## config.mk

```make
export PLATFORM = sky130hd
export DESIGN_NAME = csec_stopwatch
export DESIGN_NICKNAME = d
export VERILOG_FILES = /design/src/rtl/csw_pkg.sv /design/src/rtl/csw_frac_div.sv /design/src/rtl/csw_bcd_digit.sv /design/src/rtl/csw_regfile.sv /design/src/rtl/csec_stopwatch.sv
export SDC_FILE = /design/constraint.sdc
export NUM_CORES = 1
export LEC_CHECK = 0
export ABC_AREA = 1
export BUFFER_PORTS_ARGS = -buffer_cell sky130_fd_sc_hd__buf_4
export CAP_MARGIN = 30
export CORE_AREA = 2 2 74 76
export CTS_BUF_LIST = sky130_fd_sc_hd__clkbuf_8
export CTS_CLUSTER_DIAMETER = 80
export DETAILED_ROUTE_END_ITERATION = 12
export DIE_AREA = 0 0 76 78
export GPL_TIMING_DRIVEN = 0
export HOLD_SLACK_MARGIN = 0.1
export SYNTH_ARGS = -nofsm -noshare
export SYNTH_HDL_FRONTEND = slang
export SYNTH_SLANG_ARGS = --single-unit
```

## constraint.sdc

```tcl
create_clock -name clk -period 1.4 [get_ports clk]
set_input_delay 0.21 -clock clk [delete_from_list [all_inputs] [get_ports clk]]
set_output_delay 0.21 -clock clk [all_outputs]
set_load 0.05 [all_outputs]
```

## src/rtl/csw_pkg.sv

```systemverilog
`timescale 1ns/1ps
package csw_pkg;

    localparam int DIGIT_W    = 4;
    localparam int DATA_W     = 4;
    localparam int ADDR_W     = 2;
    localparam int NUM_DIGITS = 2;
    localparam int DIGIT_MAX  = 9;
    localparam int EN_BIT     = 0;
    localparam int IRQ_BIT    = 3;

    typedef logic [DIGIT_W-1:0] digit_t;
    typedef logic [DATA_W-1:0]  word_t;

    typedef enum logic [ADDR_W-1:0] {
        SEL_HUND  = 2'd0,
        SEL_TENTH = 2'd1,
        SEL_CTRL  = 2'd2,
        SEL_IRQ   = 2'd3
    } reg_sel_e;

    typedef struct packed {
        logic     rd;
        logic     wr;
        reg_sel_e sel;
        word_t    wdata;
    } bus_req_t;

    typedef struct packed {
        logic run;
        logic clr;
    } ctrl_t;

    function automatic digit_t digit_next(digit_t cur, digit_t top);
        return (cur >= top) ? '0 : digit_t'(cur + digit_t'(1));
    endfunction

    function automatic logic is_digit_sel(reg_sel_e s);
        return (s == SEL_HUND) || (s == SEL_TENTH);
    endfunction

endpackage

```

## src/rtl/csw_frac_div.sv

```systemverilog
`timescale 1ns/1ps
module csw_frac_div #(
    parameter int BASE_HZ = 512,
    parameter int OUT_HZ  = 100
) (
    input  logic clk,
    input  logic rst,
    input  logic clr,
    input  logic run,
    input  logic pulse,
    output logic tick
);

    localparam int ACC_W = $clog2(BASE_HZ + OUT_HZ);
    localparam logic [ACC_W-1:0] STEP  = ACC_W'(OUT_HZ);
    localparam logic [ACC_W-1:0] LIMIT = ACC_W'(BASE_HZ);

    logic [ACC_W-1:0] acc_q;
    logic [ACC_W-1:0] acc_sum;
    logic             wrap;
    logic             advance;

    assign acc_sum = acc_q + STEP;
    assign wrap    = (acc_sum >= LIMIT);
    assign advance = run & pulse & ~clr;
    assign tick    = advance & wrap;

    always_ff @(posedge clk) begin
        if (rst || clr) begin
            acc_q <= '0;
        end else if (advance) begin
            acc_q <= wrap ? (acc_sum - LIMIT) : acc_sum;
        end
    end

endmodule

```

## src/rtl/csw_bcd_digit.sv

```systemverilog
`timescale 1ns/1ps
module csw_bcd_digit
    import csw_pkg::*;
#(
    parameter int TOP = DIGIT_MAX
) (
    input  logic   clk,
    input  logic   rst,
    input  logic   clr,
    input  logic   inc,
    output digit_t value,
    output logic   carry
);

    localparam digit_t TOP_V = DIGIT_W'(TOP);

    digit_t val_q;

    assign value = val_q;
    assign carry = inc & (val_q == TOP_V);

    always_ff @(posedge clk) begin
        if (rst || clr) begin
            val_q <= '0;
        end else if (inc) begin
            val_q <= digit_next(val_q, TOP_V);
        end
    end

endmodule

```

## src/rtl/csw_regfile.sv

```systemverilog
`timescale 1ns/1ps
module csw_regfile
    import csw_pkg::*;
(
    input  logic     clk,
    input  logic     rst,
    input  bus_req_t req,
    input  digit_t   hund,
    input  digit_t   tenth,
    input  logic     lo_carry,
    output ctrl_t    ctl,
    output word_t    rdata,
    output logic     irq
);

    logic   en_q;
    digit_t hold_q;
    logic   irq_q;
    logic   wr_ctrl;
    logic   wr_irq;
    logic   rd_tenth;
    logic   irq_drop;
    logic   unused_wdata_bits;

    assign wr_ctrl  = req.wr & (req.sel == SEL_CTRL);
    assign wr_irq   = req.wr & (req.sel == SEL_IRQ);
    assign rd_tenth = req.rd & (req.sel == SEL_TENTH);
    assign irq_drop = wr_irq & ~req.wdata[IRQ_BIT];

    assign ctl.run = en_q;
    assign ctl.clr = req.wr & is_digit_sel(req.sel);
    assign irq     = irq_q;

    assign unused_wdata_bits = ^req.wdata;

    always_ff @(posedge clk) begin
        if (rst) begin
            en_q <= 1'b0;
        end else if (wr_ctrl) begin
            en_q <= req.wdata[EN_BIT];
        end
    end

    always_ff @(posedge clk) begin
        if (rst || ctl.clr) begin
            hold_q <= '0;
        end else if (rd_tenth) begin
            hold_q <= hund;
        end
    end

    always_ff @(posedge clk) begin
        if (rst) begin
            irq_q <= 1'b0;
        end else if (lo_carry) begin
            irq_q <= 1'b1;
        end else if (irq_drop) begin
            irq_q <= 1'b0;
        end
    end

    always_comb begin
        rdata = '0;
        if (req.rd) begin
            unique case (req.sel)
                SEL_HUND:  rdata = word_t'(hold_q);
                SEL_TENTH: rdata = word_t'(tenth);
                SEL_CTRL:  rdata[EN_BIT] = en_q;
                SEL_IRQ:   rdata[IRQ_BIT] = irq_q;
                default:   rdata = '0;
            endcase
        end
    end

endmodule

```

## src/rtl/csec_stopwatch.sv

```systemverilog
`timescale 1ns/1ps
module csec_stopwatch
    import csw_pkg::*;
#(
    parameter int BASE_HZ = 512,
    parameter int OUT_HZ  = 100
) (
    input  logic                  clk,
    input  logic                  rst,
    input  logic                  tb_pulse,
    input  logic [ADDR_W-1:0]     bus_addr,
    input  logic                  bus_rd,
    input  logic                  bus_wr,
    input  logic [DATA_W-1:0]     bus_wdata,
    output logic [DATA_W-1:0]     bus_rdata,
    output logic                  irq_req
);

    bus_req_t              req;
    ctrl_t                 ctl;
    logic                  tick_100;
    digit_t                digit_val [NUM_DIGITS];
    logic [NUM_DIGITS-1:0] dig_inc;
    logic [NUM_DIGITS-1:0] carry_vec;
    logic                  lo_carry;
    logic                  full_wrap;

    assign req.rd    = bus_rd;
    assign req.wr    = bus_wr;
    assign req.sel   = reg_sel_e'(bus_addr);
    assign req.wdata = bus_wdata;

    csw_frac_div #(
        .BASE_HZ (BASE_HZ),
        .OUT_HZ  (OUT_HZ)
    ) u_div (
        .clk   (clk),
        .rst   (rst),
        .clr   (ctl.clr),
        .run   (ctl.run),
        .pulse (tb_pulse),
        .tick  (tick_100)
    );

    for (genvar g = 0; g < NUM_DIGITS; g++) begin : g_digit
        if (g == 0) begin : g_first
            assign dig_inc[g] = tick_100;
        end else begin : g_chain
            assign dig_inc[g] = carry_vec[g-1];
        end

        csw_bcd_digit #(
            .TOP (DIGIT_MAX)
        ) u_dig (
            .clk   (clk),
            .rst   (rst),
            .clr   (ctl.clr),
            .inc   (dig_inc[g]),
            .value (digit_val[g]),
            .carry (carry_vec[g])
        );
    end

    assign lo_carry  = carry_vec[0];
    assign full_wrap = carry_vec[NUM_DIGITS-1];

    csw_regfile u_regs (
        .clk      (clk),
        .rst      (rst),
        .req      (req),
        .hund     (digit_val[0]),
        .tenth    (digit_val[NUM_DIGITS-1]),
        .lo_carry (lo_carry),
        .ctl      (ctl),
        .rdata    (bus_rdata),
        .irq      (irq_req)
    );

endmodule

```

# Word-level counts from Yosys, hierarchy flattened
# Cells that the tools add are included.
op_classes:
  add_sub_neg: 4
  magnitude_cmp: 3
  eq_ne: 4
  mux: 9
  bitwise_logic: 11
  reduce_logical: 4
op_table:
  columns: ["cell", "count"]
  rows:
  - ["two-way mux 4 bit", 3]
  - ["adder 10 x 7 -> 10 bit, second input constant", 1]
  - ["greater-or-equal comparator 10 bit, second input constant", 1]
  - ["two-way mux 10 bit", 1]
  - ["subtractor 10 bit, second input constant", 1]
  - ["AND 1 bit", 9]
  - ["adder 4 x 1 -> 4 bit, second input constant", 2]
  - ["greater-or-equal comparator 4 bit, second input constant", 2]
  - ["one-hot mux 1 bit (3 select lines)", 2]
  - ["equality test 2 bit, second input constant", 2]
  - ["equality test 4 bit, second input constant", 1]
  - ["one-hot mux 2 bit (2 select lines)", 1]
  - ["equality test 2 x 1 -> 1 bit, second input constant", 1]
  - ["zero test 2 bit", 1]
  - ["logical OR 1 bit", 2]
  - ["two-way mux 1 bit", 2]
  - ["NOT 1 bit", 2]
  - ["nonzero test 2 bit", 1]
totals:
  regBits: 24
  in_bits: 11
  out_inout_bits: 5

# Depth between registers and ports, before layout
logic_depth:
  depth_word: 8
  depth_mapped: 9

# By module
# From an unflattened synthesis, not the netlist that was laid out.
unflattened:
  cells_unflattened: 180
  area_unflattened_um2: 1293.7
modules_own_cells:
  columns: ["mod", "instances", "cells_each", "area_per_inst_um2", "seq_area_each_um2"]
  rows:
  - ["csw_bcd_digit", 2, 34, 240.2, 80.1]
  - ["csw_frac_div", 1, 55, 422.9, 160.2]
  - ["csw_regfile", 1, 57, 390.4, 120.1]

# Worst setup path after synthesis
# Ideal clock, no wire load.
synth_path:
  kind: "input port to output port"
  from: "input bus_addr[0]"
  to: "output bus_rdata[1]"
  t_arrival_ps: 1788
  required_time_ps: 1190
  slack_ps: -598
  path_stages: 4
  n_path_buf: 0
  cell_sequence: "inv_1 nor2_1 nand2_1 o21ai_0"
synth_via:
  elab_chain_cells: 3
  word_cells_on_any_way: 4
  cone_classes: "eq/ne (1); mux (2); reduce/logical (1)"
synth_rtl:
  columns: ["item", "line_no", "source"]
  rows:
  - ["from (decl)", "csec_stopwatch.sv:11", "input logic [ADDR_W-1:0] bus_addr,"]
  - ["equality test 2 x 1 -> 1 bit or zero test 2 bit (tied branches)", "csw_regfile.sv:65", "unique case (req.sel)"]
  - ["one-hot mux 2 bit (2 select lines) (*)", "csw_regfile.sv:65", null]
  - ["two-way mux 4 bit (*)", "csw_regfile.sv:64", "if (req.rd) begin"]
  - ["to (decl)", "csec_stopwatch.sv:15", "output logic [DATA_W-1:0] bus_rdata,"]
# Every way passes the cells marked *; elsewhere a longest branch is shown, timed or not.

# Worst setup path after layout
layout_path:
  from: "register u_regs.en_q"
  to: "output bus_rdata[0]"
layout_via:
  elab_chain_cells: 2
layout_rtl:
  columns: ["item", "line_no", "source"]
  rows:
  - ["from (decl)", "csw_regfile.sv:16", "logic en_q;"]
  - ["from (signal assigned)", "csw_regfile.sv:40", "en_q <= req.wdata[EN_BIT];"]
  - ["one-hot mux 1 bit (3 select lines)", "csw_regfile.sv:65", null]
  - ["two-way mux 4 bit", "csw_regfile.sv:64", null]
# Every way passes these cells.

==> impl_metrics.ini <==
[synth]
yosysMostFrequentCell = nand2_1
yosysWarnings = 0
synth_top_cell_by_area = dfxtp_1
ys_seq_elements = 22
synth_commonest_cells = nand2_1, dfxtp_1, inv_1, nor2_1, nand3_1
netlist.area_leader.share_pct = 35.4
syn_area_um2 = 1240
yosysSeqAreaShare_pct = 35.4
syn_inst = 171
syn_area_per_cell_um2 = 7.28
synth.net_count = 189
synth_flop_cell = dfxtp_1
synthDistinctLibCells = 31
synthArstFlopShare_pct = 0
synth_edf_count = 0
synth_area_leaders = dfxtp_1, nand2_1, ha_1, inv_1, nand3_1

[route]
ant_nets = 0
routed_via_density = 4.36
drtIter0Drc = 75
wl_mm = 2.70
drc = 0
vias = 1142
firstDrtPassIters = 4
routedWlPerCell_um = 10.3

[sta]
finClkSkew_ns = 0.00233
fin_crit_sh_pct = 97.6
fmax_mhz = 732
finalSetupTns_ns = 0
drv_slew = 0
post-route-min-period_ns = 1.37
worst_pin_slew_ns = 0.380
maxSlewHeadroom_pct = 74.7
hold_viol_final = 0
rsz0062_at_grt = true
setup_viol = 0

[pwr]
combinationalPowerShare_pct = 7.5
powerDensity_nw_per_um2 = 727
p_int_uw = 908
max-vdd-ir-drop_v = 0.000318
power_switching_uw = 259
p_clk_share_pct = 38.6
leakage_uw = 0.000619
p_sw_share_pct = 22.2
pwr-share-seq_pct = 53.9

[critical_path]
worstSetupEndpointType = primary output
cp_data_arrival_time_ns = 1.16
critical_path.max_fanout = 2
cp_cell_sequence = inv_2 > o311ai_1 > nand2_1 > inv_2 > buf_8
critical-path-slowest-cell = dfxtp_2
path_class = reg -> out
crit_required_ns = 1.19
crit_family = flip-flops
crit_top_cell = inv_2
cp_slowest_stage_delay_ns = 0.34
worst_setup_path_start_kind = flip-flop
path_buf_inv = 3

[place]
io_buffer_count = 12
dp_hpwl_mm = 1.97
place_congestion = 0.725
placedCellCount = 253

[clock_network]
htree_levels = 1
clock_path_buffers = 2
cts_tree = built
cts_sinks = 22
clk_pin_slew_ns = 0.08
root_buffer = clkbuf_8
insertion_delay_ns = 0.26
cts_buffers = 3

[min_path]
hold_class = in -> reg

[finish]
drive_gt1_share_pct = 29.7
syn2layout_area_growth_pct = 28.9
stdcell_count = 262
antennaDiodeCount = 0
nNetsFinal = 211

[job]
drv_cap = 0

[run_status]
status = finished, final reports clean

[grt]
grt_pass1_vias = 1081
antenna_found_initial = 0
grt_remaining_overflow = 0
grt_usage_pct = 9.30
grt_max_degree = 13
grt_pass1_wl_mm = 4.51

[die]
core_um2 = 5040
pin_count = 16
die_x_um = 76
die_y_um = 78
initial_core_util_pct = 24.7
die-area_um2 = 5930
fp-row-count = 26
[final timing paths]
check | cells past startpoint | end | slack (ns) | from
worst max register to register | 8 | g_digit[1].u_dig.value[0] | 0.05 | g_digit[0].u_dig.value[1]
worst max-delay path | 5 | bus_rdata[0] | 0.03 | u_regs.en_q
worst min register to register | 2 | u_regs.hold_q[1] | 0.47 | u_regs.hold_q[1]
worst min-delay path | 2 | u_regs.irq | 0.13 | rst
[sequential cells by signal (all words and copies together), names as in the netlist]
register,count
g_digit.u_dig.value,8
u_regs.en_q,1
u_div.acc_q,8
u_regs.hold_q,4
u_regs.irq,1
[worst reg2reg max path, cell delays in order, from the launching register on]
cell	delay [ns]
dfxtp_4	0.36
inv_4	0.07
ha_4	0.12
inv_2	0.04
nor3_4	0.28
nand4_4	0.17
nand2_1	0.11
nand2_1	0.05
nor2_1	0.10
[per-stage QoR]
stage	instance area (µm²)	hold slack [ns]	util (%)	setup WS [ns]	total power, µW
floorplan	1240	0.279	-	-0.225	692
global placement	1420	0.398	28.2	-0.121	726
detailed placement	1420	0.406	28.2	-0.164	727
CTS	1500	0.119	29.7	-0.00567	1190
global route	1610	0.118	31.8	-0.0373	1220
finish	1610	0.126	31.8	0.0330	1170
[power groups by stage]
stage               clock (µW)  sequential, µW  combinational (µW)
floorplan                    0             646                45.7
global placement             0             646                79.6
detailed placement           0             647                80.4
CTS                        473             632                83.4
global route               492             630                96.7
finish                     451             629                87.7
[cell type report]
type	instances	area [µm²]
Buffer	3	20.0
Inverter	23	88.8
Multi-Input combinational cell	123	763
Fill cell	544	3440
Clock buffer	4	55.1
Timing Repair Buffer	17	135
Sequential cell	22	455
Tap cell	70	87.6
[routing by layer]
layer	wire length, µm	global-route usage, %	vias to the layer above
met5	0	0	-
met4	35	4.36	0
met3	100	2.21	2
met2	1280	16.5	16
met1	1290	10.5	531
li1	-	-	593
[kinds of logic after synthesis]
| group | count (synthesis) | synth area share [%] |
|---|---|---|
| buf+inv | 26 | 8.54 |
| flops | 22 | 35.4 |
| simple gates | 84 | 32.5 |
| fa+ha+maj | 7 | 7.03 |
| xor+xnor | 6 | 4.22 |
| compound gates | 26 | 12.4 |
[placed cells by master (no fill, tap or decap), types with 2 or more instances in the layout]
cell / netlist / routed
nand2_1: 40 / 37
buf_4: 0 / 16
inv_1: 21 / 15
nor2_1: 16 / 14
dfxtp_1: 22 / 14
nand3_1: 14 / 13
a21oi_1: 12 / 12
inv_2: 2 / 7
o21ai_0: 8 / 6
ha_1: 7 / 6
dfxtp_2: 0 / 6
xnor2_1: 4 / 4
clkbuf_8: 0 / 4
nand2_2: 1 / 3
o21ai_1: 0 / 2
nand3_2: 2 / 2
nand2_4: 1 / 2
a31oi_1: 2 / 2
nor2_2: 1 / 2
nor3_1: 2 / 2
xor2_1: 2 / 2
dfxtp_4: 0 / 2
[repair_timing]
action,4_1_cts,5_1_grt
buffers inserted,0,5
hold buffers,0,0
pin swaps,1,10
endpoints found under the setup margin,8,11
gates resized for setup,7,27
Power figures use the tool's default switching activity.
